[src/rtl/curs_pkg.sv]
package curs_pkg;
  typedef enum logic [1:0] {
    PORT_ADDR_LO = 2'd0,
    PORT_ADDR_HI = 2'd1,
    PORT_RAM     = 2'd2,
    PORT_REG     = 2'd3
  } port_e;

  localparam int unsigned CTRL_COUNT = 13;
  localparam int unsigned IDX_CMD    = 0;
  localparam int unsigned IDX_CXH    = 2;
  localparam int unsigned IDX_CYH    = 4;

  typedef struct packed {
    logic       cursor_on;
    logic       xhair_on;
    logic       or_mode;
    logic [1:0] mux_mode;
    logic [1:0] thick;
  } cmd_t;

  function automatic logic [7:0] keep_mask(input int unsigned idx);
    if (idx == IDX_CXH || idx == IDX_CYH) return 8'h0F;
    else if (idx == IDX_CMD)              return 8'h7F;
    else                                  return 8'hFF;
  endfunction
endpackage

[src/rtl/curs_addr_ptr.sv]
module curs_addr_ptr #(
  parameter int unsigned AW = 16
) (
  input  logic          clk,
  input  logic          rst_n,
  input  logic          lo_wr,
  input  logic          hi_wr,
  input  logic          step,
  input  logic [7:0]    byte_in,
  output logic [AW-1:0] ptr
);
  localparam int unsigned HIW = AW - 8;

  logic [AW-1:0] ptr_q, ptr_d;
  logic [7:0]    stage_q, stage_d;
  logic          pend_q, pend_d;

  always_comb begin
    ptr_d   = ptr_q;
    stage_d = stage_q;
    pend_d  = pend_q;
    if (lo_wr) begin
      stage_d = byte_in;
      pend_d  = 1'b1;
    end else if (hi_wr) begin
      if (pend_q) begin
        ptr_d  = {byte_in[HIW-1:0], stage_q};
        pend_d = 1'b0;
      end
    end else if (step) begin
      ptr_d = ptr_q + 1'b1;
    end
  end

  always_ff @(posedge clk or negedge rst_n) begin
    if (!rst_n) begin
      ptr_q   <= '0;
      stage_q <= '0;
      pend_q  <= 1'b0;
    end else begin
      ptr_q   <= ptr_d;
      stage_q <= stage_d;
      pend_q  <= pend_d;
    end
  end

  assign ptr = ptr_q;


  ptr_step_chk: assert property (@(posedge clk) disable iff (!rst_n)
    (step && !lo_wr && !hi_wr) |=> (ptr == $past(ptr) + 1'b1));


  hi_orphan_chk: assert property (@(posedge clk) disable iff (!rst_n)
    (hi_wr && !pend_q) |=> $stable(ptr));


  lo_hold_chk: assert property (@(posedge clk) disable iff (!rst_n)
    lo_wr |=> $stable(ptr));
endmodule

[src/rtl/curs_ctrl_regs.sv]
module curs_ctrl_regs
  import curs_pkg::*;
#(
  parameter int unsigned AW = 16
) (
  input  logic          clk,
  input  logic          rst_n,
  input  logic          wr_en,
  input  logic [AW-1:0] ptr,
  input  logic [7:0]    wbyte,
  output logic [7:0]    rbyte,
  output cmd_t          cmd,
  output logic [11:0]   cur_x,
  output logic [11:0]   cur_y,
  output logic [15:0]   win_x,
  output logic [15:0]   win_y,
  output logic [15:0]   win_w,
  output logic [15:0]   win_h
);
  localparam int unsigned IW = $clog2(CTRL_COUNT);

  logic [CTRL_COUNT-1:0][7:0] file_q, file_d;
  logic          hit;
  logic [IW-1:0] idx;

  assign hit = (ptr < AW'(CTRL_COUNT));
  assign idx = ptr[IW-1:0];

  always_comb begin
    file_d = file_q;
    if (wr_en && hit) begin
      for (int i = 0; i < CTRL_COUNT; i++) begin
        if (idx == IW'(i)) file_d[i] = wbyte & keep_mask(i);
      end
    end
  end

  always_ff @(posedge clk or negedge rst_n) begin
    if (!rst_n) file_q <= '0;
    else        file_q <= file_d;
  end

  assign rbyte = hit ? file_q[idx] : 8'h00;

  assign cmd.cursor_on = file_q[0][6];
  assign cmd.xhair_on  = file_q[0][5];
  assign cmd.or_mode   = file_q[0][4];
  assign cmd.mux_mode  = file_q[0][3:2];
  assign cmd.thick     = file_q[0][1:0];
  assign cur_x = {file_q[2][3:0], file_q[1]};
  assign cur_y = {file_q[4][3:0], file_q[3]};
  assign win_x = {file_q[6],  file_q[5]};
  assign win_y = {file_q[8],  file_q[7]};
  assign win_w = {file_q[10], file_q[9]};
  assign win_h = {file_q[12], file_q[11]};


  unimpl_wr_chk: assert property (@(posedge clk) disable iff (!rst_n)
    (wr_en && !hit) |=> $stable(file_q));


  coord_hi_chk: assert property (@(posedge clk) disable iff (!rst_n)
    (file_q[2][7:4] == 4'h0) && (file_q[4][7:4] == 4'h0));


  unimpl_rd_chk: assert property (@(posedge clk) disable iff (!rst_n)
    !hit |-> (rbyte == 8'h00));
endmodule

[src/rtl/curs_ram_port.sv]
module curs_ram_port #(
  parameter int unsigned AW     = 16,
  parameter int unsigned RAM_AW = 9
) (
  input  logic              acc_wr,
  input  logic              acc_rd,
  input  logic [AW-1:0]     ptr,
  input  logic [15:0]       wdata,
  input  logic [15:0]       ram_rdata,
  output logic              ram_we,
  output logic              ram_re,
  output logic [RAM_AW-1:0] ram_addr,
  output logic [15:0]       ram_wdata,
  output logic [15:0]       rd_word
);
  logic in_range;

  assign in_range  = ((ptr >> RAM_AW) == '0);
  assign ram_we    = acc_wr && in_range;
  assign ram_re    = acc_rd && in_range;
  assign ram_addr  = ptr[RAM_AW-1:0];
  assign ram_wdata = wdata;
  assign rd_word   = ram_re ? ram_rdata : 16'h0000;
endmodule

[src/rtl/curs_regport.sv]
module curs_regport
  import curs_pkg::*;
#(
  parameter int unsigned AW     = 16,
  parameter int unsigned RAM_AW = 9
) (
  input  logic              clk,
  input  logic              rst_n,
  input  logic [1:0]        port_sel,
  input  logic              wr_stb,
  input  logic              rd_stb,
  input  logic [15:0]       wdata,
  output logic [15:0]       rdata,
  output logic              ram_we,
  output logic              ram_re,
  output logic [RAM_AW-1:0] ram_addr,
  output logic [15:0]       ram_wdata,
  input  logic [15:0]       ram_rdata,
  output logic              cursor_on,
  output logic              xhair_on,
  output logic              or_mode,
  output logic [1:0]        mux_mode,
  output logic [1:0]        xhair_thick,
  output logic [11:0]       cur_x,
  output logic [11:0]       cur_y,
  output logic [15:0]       win_x,
  output logic [15:0]       win_y,
  output logic [15:0]       win_w,
  output logic [15:0]       win_h
);
  logic [1:0] rst_sync_q;
  logic       rst_int_n;

  always_ff @(posedge clk or negedge rst_n) begin
    if (!rst_n) rst_sync_q <= 2'b00;
    else        rst_sync_q <= {rst_sync_q[0], 1'b1};
  end
  assign rst_int_n = rst_sync_q[1];

  port_e         sel;
  logic          wr, rd, step;
  logic [AW-1:0] ptr;
  logic [7:0]    reg_rbyte;
  logic [15:0]   ram_word;
  cmd_t          cmd;

  assign sel  = port_e'(port_sel);
  assign wr   = wr_stb;
  assign rd   = rd_stb && !wr_stb;
  assign step = (wr || rd) && (sel == PORT_RAM || sel == PORT_REG);

  curs_addr_ptr #(.AW(AW)) u_ptr (
    .clk     (clk),
    .rst_n   (rst_int_n),
    .lo_wr   (wr && sel == PORT_ADDR_LO),
    .hi_wr   (wr && sel == PORT_ADDR_HI),
    .step    (step),
    .byte_in (wdata[7:0]),
    .ptr     (ptr)
  );

  curs_ctrl_regs #(.AW(AW)) u_regs (
    .clk   (clk),
    .rst_n (rst_int_n),
    .wr_en (wr && sel == PORT_REG),
    .ptr   (ptr),
    .wbyte (wdata[7:0]),
    .rbyte (reg_rbyte),
    .cmd   (cmd),
    .cur_x (cur_x),
    .cur_y (cur_y),
    .win_x (win_x),
    .win_y (win_y),
    .win_w (win_w),
    .win_h (win_h)
  );

  curs_ram_port #(.AW(AW), .RAM_AW(RAM_AW)) u_ram (
    .acc_wr    (wr && sel == PORT_RAM),
    .acc_rd    (rd && sel == PORT_RAM),
    .ptr       (ptr),
    .wdata     (wdata),
    .ram_rdata (ram_rdata),
    .ram_we    (ram_we),
    .ram_re    (ram_re),
    .ram_addr  (ram_addr),
    .ram_wdata (ram_wdata),
    .rd_word   (ram_word)
  );

  always_comb begin
    rdata = 16'h0000;
    if (rd) begin
      case (sel)
        PORT_ADDR_LO: rdata = {8'h00, ptr[7:0]};
        PORT_ADDR_HI: rdata = {8'h00, ptr[15:8]};
        PORT_RAM:     rdata = ram_word;
        default:      rdata = {8'h00, reg_rbyte};
      endcase
    end
  end

  assign cursor_on   = cmd.cursor_on;
  assign xhair_on    = cmd.xhair_on;
  assign or_mode     = cmd.or_mode;
  assign mux_mode    = cmd.mux_mode;
  assign xhair_thick = cmd.thick;


  ram_excl_chk: assert property (@(posedge clk) disable iff (!rst_int_n)
    $onehot0({ram_we, ram_re}));


  ram_range_chk: assert property (@(posedge clk) disable iff (!rst_int_n)
    (ram_we || ram_re) |-> (ptr < AW'(2 ** RAM_AW)));


  addr_port_hold_chk: assert property (@(posedge clk) disable iff (!rst_int_n)
    (rd && (sel == PORT_ADDR_LO || sel == PORT_ADDR_HI)) |=> $stable(ptr));


  reset_clear_chk: assert property (@(posedge clk)
    !rst_int_n |-> (!cursor_on && !xhair_on && ptr == '0));
endmodule

[config.mk]
export PLATFORM = sky130hd
export DESIGN_NAME = curs_regport
export DESIGN_NICKNAME = d
export VERILOG_FILES = /design/src/rtl/curs_pkg.sv /design/src/rtl/curs_addr_ptr.sv /design/src/rtl/curs_ctrl_regs.sv /design/src/rtl/curs_ram_port.sv /design/src/rtl/curs_regport.sv
export SDC_FILE = /design/constraint.sdc
export NUM_CORES = 1
export LEC_CHECK = 0
export BUFFER_PORTS_ARGS = -buffer_cell sky130_fd_sc_hd__buf_2
export CAP_MARGIN = 20
export CELL_PAD_IN_SITES_DETAIL_PLACEMENT = 1
export CELL_PAD_IN_SITES_GLOBAL_PLACEMENT = 2
export CORE_MARGIN = 2
export CORE_UTILIZATION = 31
export CTS_CLUSTER_DIAMETER = 80
export DETAILED_ROUTE_END_ITERATION = 16
export PLACE_DENSITY = 0.75
export SLEW_MARGIN = 20
export SYNTH_ARGS = -nofsm -noshare
export SYNTH_HDL_FRONTEND = slang
export SYNTH_HIERARCHICAL = 1
export SYNTH_SLANG_ARGS = --single-unit
export TNS_END_PERCENT = 30
[constraint.sdc]
create_clock -name clk -period 3.6 [get_ports clk]
set_input_delay 0.54 -clock clk [delete_from_list [all_inputs] [get_ports clk]]
set_output_delay 0.54 -clock clk [all_outputs]
set_load 0.05 [all_outputs]
# ---- Word level (Yosys, flattened, before mapping)
# Index checks and enable logic that the tools add are counted.
dict set report totals {
  inputBits 38
  regBits 131
  word_cells 119
  out_inout_bits 138
}
dict set report op_classes {
  muxes 37
  add_sub_neg 1
  eq_ne 16
  reduce_logical 32
  n_lt_le_gt_ge 2
  bitwise 14
}
# op n
set ops {}
lappend ops {{two-way mux 8 bit} 28}
lappend ops {{AND 8 bit} 13}
lappend ops {{two-way mux 16 bit} 5}
lappend ops {{one-hot mux 16 bit (3 select lines)} 1}
lappend ops {{binary-select mux 8 bit (select 4 bit)} 1}
lappend ops {{AND reduction 2 bit} 13}
lappend ops {{== test 4 bit, second input constant} 5}
lappend ops {{adder 16 x 1 -> 16 bit, second input constant} 1}
lappend ops {{== test 4 x 3 -> 1 bit, second input constant} 4}
lappend ops {{logical NOT 16 bit} 1}
lappend ops {{less-than comparator 16 x 4 -> 1 bit, second input constant} 1}
lappend ops {{logical AND 1 bit} 10}
lappend ops {{== test 4 x 2 -> 1 bit, second input constant} 2}
lappend ops {{less-than comparator 4 x 5 -> 1 bit, second input constant} 1}
lappend ops {{== test 2 bit, second input constant} 2}
lappend ops {{== test 4 x 1 -> 1 bit, second input constant} 1}
lappend ops {{logical NOT 4 bit} 1}
lappend ops {{nonzero test 2 bit} 2}
lappend ops {{AND reduction 3 bit} 1}
lappend ops {{== test 2 x 1 -> 1 bit, second input constant} 1}
lappend ops {{logical NOT 2 bit} 1}
lappend ops {{logical OR 1 bit} 2}
lappend ops {{two-way mux 1 bit} 2}
lappend ops {{inequality test 2 bit, second input constant} 1}
lappend ops {{2 further kinds} 2}

# ---- Logic depth before layout (Yosys ltp)
# Gate-level depths: netlist of the first run.
dict set report logic_depth {
  depth_word 7
  depth_mapped 9
  ltp_nobuf 6
}

# ---- Hierarchy
# The synthesis of the first run kept the hierarchy.
# mod seq_area_each_um2 n_inst area_per_inst_um2 cells_per_inst
set modules_own_cells {}
lappend modules_own_cells {curs_ctrl_regs 2377.3 1 4583.1 331}
lappend modules_own_cells {curs_addr_ptr 625.6 1 1417.6 150}
lappend modules_own_cells {curs_ram_port 0.0 1 464.2 66}
lappend modules_own_cells {curs_regport 50.0 1 416.6 49}

# ---- Worst setup path after synthesis of the first run
# Ideal clock, no wire load.
dict set report synth_timing {
  path_type {input to output}
  startpoint {input port_sel[1]}
  endpoint {output rdata[6]}
  path_stages 9
  arrival_time_ps 2681
  t_required_ps 3060
  path_slack_ps 379
  n_path_buf 4
  path_cell_list {buf_6 and4bb_1 clkbuf_1 or4b_1 buf_2 buf_6 nor3_4 mux2i_1 o22ai_1}
}
dict set report synth_between {
  elab_chain_len 6
  elab_cells_between_ends 8
}
# element line_no
set synth_rtl {}
lappend synth_rtl {{start: declaration} curs_regport.sv:9} ;# input logic [1:0] port_sel,
lappend synth_rtl {{== test 2 bit} curs_regport.sv:80} ;# .acc_rd (rd && sel == PORT_RAM),
lappend synth_rtl {{logical AND 1 bit} curs_regport.sv:80}
lappend synth_rtl {{logical AND 1 bit} curs_ram_port.sv:20} ;# assign ram_re = acc_rd && in_range;
lappend synth_rtl {{two-way mux 16 bit} curs_ram_port.sv:23} ;# assign rd_word = ram_re ? ram_rdata : 16'h0000;
lappend synth_rtl {{via ram_word[6]} curs_regport.sv:44} ;# logic [15:0] ram_word;
lappend synth_rtl {{one-hot mux 16 bit (3 select lines)} curs_regport.sv:94} ;# case (sel)
lappend synth_rtl {{two-way mux 16 bit} curs_regport.sv:93} ;# if (rd) begin
lappend synth_rtl {{end: declaration} curs_regport.sv:13} ;# output logic [15:0] rdata,
# The timed path passes the listed nets, and every way through them passes these cells.

# ---- Final worst setup path of the first run
dict set report layout_timing {
  startpoint {register u_ptr.ptr_q[4] (netlist: u_ptr/ptr[4])}
  endpoint {output rdata[3]}
}
dict set report layout_between {
  elab_chain_len 4
}
# element line_no
set layout_rtl {}
lappend layout_rtl {{start: declaration} curs_addr_ptr.sv:14} ;# logic [AW-1:0] ptr_q, ptr_d;
lappend layout_rtl {{start signal: assignment} curs_addr_ptr.sv:41} ;# ptr_q <= ptr_d;
lappend layout_rtl {{less-than comparator 16 x 4 -> 1 bit} curs_ctrl_regs.sv:26} ;# assign hit = (ptr < AW'(CTRL_COUNT));
lappend layout_rtl {{two-way mux 8 bit} curs_ctrl_regs.sv:43} ;# assign rbyte = hit ? file_q[idx] : 8'h00;
lappend layout_rtl {{via reg_rbyte[3]} curs_regport.sv:43} ;# logic [7:0] reg_rbyte;
lappend layout_rtl {{one-hot mux 16 bit (3 select lines)} curs_regport.sv:94}
lappend layout_rtl {{two-way mux 16 bit} curs_regport.sv:93}
# The timed path passes the listed nets, and every way through them passes these cells.

==> impl_metrics.py, run 1 <==
metrics = {
    "global_routing": {
        "overflow": 0,
        "track_usage_pct": 20.2,
        "antenna_found_initial": 0,
        "grt_pass1_vias": 5834,
        "grt_max_degree": 75,
        "grt_pass1_wl_um": 36300,
    },
    "clock_network": {
        "cts_root_buf": "clkbuf_16",
        "cts_buffer_depth": 2,
        "cts_sinks": 122,
        "h-tree-depth": 4,
        "cts_buffers": 17,
        "clk_latency_ns": 0.42,
        "clk_pin_slew_ns": 0.06,
        "cts_tree": "built",
    },
    "sta": {
        "drv_slew": 0,
        "worst_pin_slew_ns": 0.666,
        "fin_crit_ns": 3.44,
        "final.period_utilization_pct": 95.6,
        "finClkSkew_ns": 0.00697,
        "slew_headroom_pct": 55.6,
        "whs_ns": 0.349,
        "setup-tns-final_ns": 0,
        "rsz0062_at_grt": "no",
        "layout_setup_ws_ns": 0.158,
        "fmax_ghz": 0.290,
        "hold_viol": 0,
        "finalSetupViolCount": 0,
    },
    "synthesis": {
        "synthCells": 596,
        "synth_commonest_cells": "122 x dfrtp_1, 106 x mux2_2, 36 x mux2i_1",
        "async_flop_share_pct": 100,
        "synth_nets": 635,
        "netlist.area_leader.share_pct": 44.4,
        "synth-edff-count": 0,
        "syn-cell-area_mm2": 0.00688,
        "synth_top_cells_by_area": "dfrtp_1 44%, mux2_2 17%, mux2i_1 5.2%, buf_4 2.8%, mux4_2 2.6%",
        "yosysSeqAreaShare_pct": 44.4,
        "synth-main-ff-cell": "dfrtp_1",
        "yosysWarnings": 6,
        "synthDistinctLibCells": 65,
        "ys_seq_elements": 122,
        "syn_avg_cell_area_um2": 11.5,
        "yosysMostFrequentCell": "dfrtp_1",
        "synth_top_area_cell": "dfrtp_1",
    },
    "status": {
        "outcome": "finished clean",
    },
    "critical_path": {
        "crit_family": "compound AO/OA/AOI/OAI gates",
        "path_cells": "nor4_4, nand3_1, o21bai_2, a311oi_2, mux2i_1, o22ai_1, buf_2",
        "worst_ep_arrival_time_ns": 2.90,
        "cp-start-kind": "flop",
        "critPathMaxStageDelay_ns": 0.54,
        "critPathKind": "flop to primary output",
        "cp.required_ns": 3.06,
        "cp_max_fo": 8,
        "worst-path-buf-inv": 1,
        "cpMaxStageDelayCell": "dfrtp_1",
        "endpoint_kind": "primary output",
    },
    "cells_and_area": {
        "area_delta_synth_final_pct": 23.1,
        "n_antenna_cell": 0,
        "nNetsFinal": 771,
        "drive_above_1_share_pct": 48.5,
        "fillers": 2438,
        "final_cell_count_no_fill": 1023,
    },
    "drt": {
        "drc": 0,
        "wirelength_um": 23400,
        "routed_via_density": 5.32,
        "wl_per_cell_um": 22.8,
        "drt_first_iter_violations": 251,
        "drt_first_pass_iters": 4,
        "postRouteAntennaNets": 0,
        "met2_length_um": 11700,
        "met3_length_um": 1500,
        "highest_layer": "met4",
        "drt-met1-wl_um": 9970,
        "vias": 5438,
    },
    "power_and_ir_drop": {
        "vdd_drop_max_v": 0.000396,
        "pwr_density_cell_mw_per_mm2": 552,
        "p_leak_nw": 4.22,
    },
    "floorplanning": {
        "io_pins": 176,
        "rows": 54,
        "die_area_mm2": 0.0234,
        "die_y_um": 153,
        "core-area_mm2": 0.0218,
        "floorplan.die.width_um": 153,
        "initial_core_util_pct": 31.5,
    },
    "place": {
        "port_buffers": 159,
        "preCtsSetupSlack_ns": 0.270,
        "dp_cells": 988,
        "hpwl_um": 16900,
        "globalplace.congestion": 0.847,
    },
    "worst_hold_path": {
        "hold_path.class": "flop to async pin",
    },
    "flow_run": {
        "drv_cap": 0,
    },
}
==> state kept, by name, summed over array words and instances, names as in the netlist <==
name	flops
u_regs/win_x	16
u_regs/win_y	16
u_regs/cur_x	12
u_regs/cmd	7
u_ptr/ptr	16
u_regs/win_h	16
u_ptr/stage_q	8
u_regs/cur_y	12
u_regs/win_w	16
u_ptr/pend_q	1
rst_sync_q	2
==> timing repair <==
| item | CTS | global route |
|---|---|---|
| endpoints found under the setup margin | 5 | 8 |
| hold buffers | 1 | 0 |
| hold endpoints to repair | 2 | 0 |
| pin swaps | 2 | 1 |
| buffers inserted | 2 | 2 |
| gates resized for setup | 2 | 4 |
==> cell type report <==
| type | instances | area, µm² | share of cell area [%] |
|---|---|---|---|
| multi-input combinational | 391 | 3390 | 40.0 |
| sequential | 122 | 3060 | 36.1 |
| timing repair buffer | 180 | 983 | 11.6 |
| clock buffer | 22 | 474 | 5.60 |
| tap | 280 | 350 | 4.14 |
| clock inverter | 8 | 143 | 1.68 |
| inverter | 20 | 75.1 | 0.886 |
==> logic make-up (layout without fill, tap and decap cells) <==
logic type / Yosys count / after routing / synth area share, %
adders and majority gates: 1 / 1 / 0.182
AOI/OAI and AO/OA: 82 / 82 / 8.02
muxes: 154 / 154 / 25.9
buffers and inverters: 83 / 230 / 6.84
xor gates and xnor gates: 1 / 1 / 0.127
DFF: 122 / 122 / 44.4
and+or+nand+nor: 152 / 152 / 14.6
other: 1 / 1 / 0.0545
==> routing by layer <==
metal | global-route usage [%] | up-vias
met2 | 34.4 | 155
met1 | 25.6 | 2821
met4 | 4.19 | 0
met3 | 5.98 | 19
li1 | - | 2443
met5 | 0 | -
==> power breakdown <==
group	switching (W)	internal, W	leakage, nW	total [W]
Clock	0.000598	0.00120	0.302	0.00180
Sequential	0.000214	0.00145	1.64	0.00166
Combinational	0.000813	0.000405	2.28	0.00122
==> layout by cell type (no fill, tap or decap), drive strengths merged, types with 4 or more instances in the layout <==
cell	instances
nor3	23
clkbuf	23
a2bb2oi	4
dfrtp	122
nor2	29
and2	8
nand3b	4
or4	4
a22oi	7
nand2b	6
mux2	110
nand4	7
o21ai	14
bufinv	4
mux4	8
a21oi	16
inv	20
nand2	28
buf	178
o22ai	14
mux2i	36
nand3	13
nor2b	5
o2bb2ai	4
nor4	14
==> stage by stage <==
stage | total power (W) | instance area (µm²) | utilization (%)
4_1_cts | 0.00470 | 8440 | 38.7
3_3_place_gp | 0.00284 | 7790 | 35.7
5_1_grt | 0.00487 | 8470 | 38.8
3_5_place_dp | 0.00288 | 7790 | 35.7
2_1_floorplan | 0.00252 | 6880 | -
6_report | 0.00468 | 8470 | 38.8
==> worst paths after layout <==
path | from | end | slack, ns | cells past startpoint
hold reg to reg | rst_sync_q[1]$_DFF_PN0_ | u_regs/win_h[7]$_DFFE_PN0P_ | 0.35 | 0
setup / recovery | u_ptr/ptr[4]$_DFFE_PN0P_ | rdata[3] | 0.16 | 7
hold / removal | rst_sync_q[1]$_DFF_PN0_ | u_regs/win_h[7]$_DFFE_PN0P_ | 0.35 | 0
min in group clk | rst_sync_q[0]$_DFF_PN0_ | rst_sync_q[1]$_DFF_PN0_ | 0.36 | 0
setup reg to reg | u_ptr/ptr[1]$_DFFE_PN0P_ | u_regs/win_x[11]$_DFFE_PN0P_ | 1.05 | 4
max in group asynchronous | rst_sync_q[1]$_DFF_PN0_ | u_ptr/ptr[1]$_DFFE_PN0P_ | 2.37 | 1
No activity file was read; power rests on OpenSTA's default activity.
==> run 2: changes to the inputs <==
BUFFER_PORTS_ARGS = not set   (was -buffer_cell sky130_fd_sc_hd__buf_2)
CORE_UTILIZATION = 41   (was 31)
DONT_BUFFER_PORTS = 1   (was not set)
PLACE_DENSITY = 0.78   (was 0.75)
clock period = 3.25 ns   (was 3.6 ns; I/O delays follow)
==> impl_metrics.py, run 2 (same netlist as run 1, synthesis figures left out) <==
metrics = {
    "clock_network": {
        "cts_sinks": 122,
        "cts_root_buf": "clkbuf_16",
        "clk_latency_ns": 0.42,
        "cts_buffer_depth": 2,
        "clk_pin_slew_ns": 0.06,
        "cts_buffers": 17,
        "h-tree-depth": 4,
        "cts_tree": "built",
    },
    "critical_path": {
        "cpMaxStageDelayCell": "dfrtp_4",
        "r2r_slack_ns": 0.68,
        "reg2regPathDepth": 7,
        "endpoint_kind": "primary output",
        "rr_endpoint": "u_ptr/ptr[12]$_DFFE_PN0P_",
        "reg2reg_from": "u_ptr/ptr[1]$_DFFE_PN0P_",
        "path_cells": "and3_4, or4_1, a21oi_2, mux2i_1, o22ai_1, buf_4",
        "cp-start-kind": "flop",
        "cp_max_fo": 31,
        "critPathKind": "flop to primary output",
        "worst-path-buf-inv": 1,
        "crit_family": "simple AND/OR/NAND/NOR gates",
        "critPathMaxStageDelay_ns": 0.66,
        "cp.required_ns": 2.76,
        "worst_ep_arrival_time_ns": 2.67,
    },
    "sta": {
        "setup-tns-final_ns": 0,
        "final.period_utilization_pct": 97.1,
        "layout_setup_ws_ns": 0.0951,
        "rsz0062_at_grt": "yes",
        "worst_pin_slew_ns": 0.918,
        "hold_viol": 0,
        "fin_crit_ns": 3.15,
        "slew_headroom_pct": 38.6,
        "finClkSkew_ns": 0.0112,
        "finalSetupViolCount": 0,
        "drv_slew": 0,
        "fmax_ghz": 0.317,
    },
    "cells_and_area": {
        "layout_commonest_cell": "dfrtp_1",
        "n_antenna_cell": 0,
        "nNetsFinal": 645,
        "final_cell_count_no_fill": 838,
        "drive_above_1_share_pct": 38.7,
        "mostFrequentLayoutCells": "118 x dfrtp_1, 106 x mux2_2, 51 x buf_4",
        "area_delta_synth_final_pct": 13.5,
    },
    "drt": {
        "drc": 0,
        "drt_first_iter_violations": 416,
        "routed_via_density": 6.01,
        "wirelength_um": 21700,
        "drt_first_pass_iters": 4,
        "wl_per_cell_um": 25.9,
        "vias": 5035,
        "postRouteAntennaNets": 0,
    },
    "worst_hold_path": {
        "hold_path.class": "primary input to flop",
        "min_from": "wdata[6]",
        "holdPathEnd": "u_regs/win_x[6]$_DFFE_PN0P_",
        "min_path_cells": 1,
    },
    "place": {
        "globalplace.congestion": 0.879,
        "dp_cells": 802,
        "hpwl_um": 15600,
        "port_buffers": 0,
        "preCtsSetupSlack_ns": 0.215,
    },
    "floorplanning": {
        "initial_core_util_pct": 41.8,
        "io_pins": 176,
        "die_y_um": 134,
        "rows": 47,
        "die_area_mm2": 0.0178,
        "floorplan.die.width_um": 134,
        "core-area_mm2": 0.0165,
    },
    "global_routing": {
        "grt_pass1_wl_um": 32900,
        "overflow": 0,
        "grt_max_degree": 38,
        "track_usage_pct": 24.8,
        "antenna_found_initial": 0,
        "grt_pass1_vias": 5308,
    },
    "status": {
        "outcome": "finished clean",
    },
    "power_and_ir_drop": {
        "vdd_drop_max_v": 0.000310,
        "p_total_w": 0.00493,
        "p_leak_nw": 3.55,
        "pwr_density_cell_mw_per_mm2": 632,
    },
    "flow_run": {
        "drv_cap": 0,
    },
}
[run 2: metrics by stage]
step | utilization, % | hold WS [ns] | instance area [µm²]
detailed placement | 43.4 | 0.192 | 7150
floorplan | - | 0.192 | 6880
global route | 47.4 | 0.190 | 7810
global placement | 43.4 | 0.192 | 7150
CTS | 47.0 | 0.191 | 7740
finish | 47.4 | 0.209 | 7810
[run 2: how the worst max path moves through the flow]
| stage | to | cells past startpoint | start | slack (ns) |
|---|---|---|---|---|
| 6_report | rdata[4] | 6 | u_ptr/ptr[3]$_DFFE_PN0P_ | 0.1 |
| 5_1_grt | rdata[4] | 7 | u_ptr/ptr[3]$_DFFE_PN0P_ | -0.01 |
| 4_1_cts | rdata[2] | 7 | u_ptr/ptr[11]$_DFFE_PN0P_ | 0.006 |
| 3_5_place_dp | rdata[4] | 6 | port_sel[0] | 0.22 |
| 3_3_place_gp | rdata[2] | 6 | port_sel[0] | 0.35 |
| 2_1_floorplan | ram_we | 3 | u_ptr/ptr[13]$_DFFE_PN0P_ | 0.12 |
[run 2: routing by layer]
layer	track usage (%)	part of all wire [%]	up-vias
li1	-	-	2181
met4	9.52	1.9	0
met3	8.52	8.8	24
met1	30.5	40	2619
met2	40.5	49	211
met5	0	0	-
[run 2: repair_timing]
action,CTS,global route
setup endpoints to repair,7,8
pin swaps,1,1
hold endpoints to repair,2,0
buffers inserted,1,3
hold buffers,1,0
resized for setup,3,9
[run 2: cell type report]
cell class / instances / area, µm²
Fill cell: 1754 / 8660
Tap cell: 220 / 275
Inverter: 20 / 75.1
Clock buffer: 29 / 531
Sequential cell: 122 / 3060
Multi-Input combinational cell: 391 / 3410
Clock inverter: 2 / 35.0
Timing Repair Buffer: 54 / 415
[run 2: power by group]
group,internal (W),total [W],switching [W]
registers,0.00161,0.00184,0.000226
clock network,0.00117,0.00181,0.000640
logic,0.000451,0.00129,0.000838
total,0.00323,0.00493,0.00170
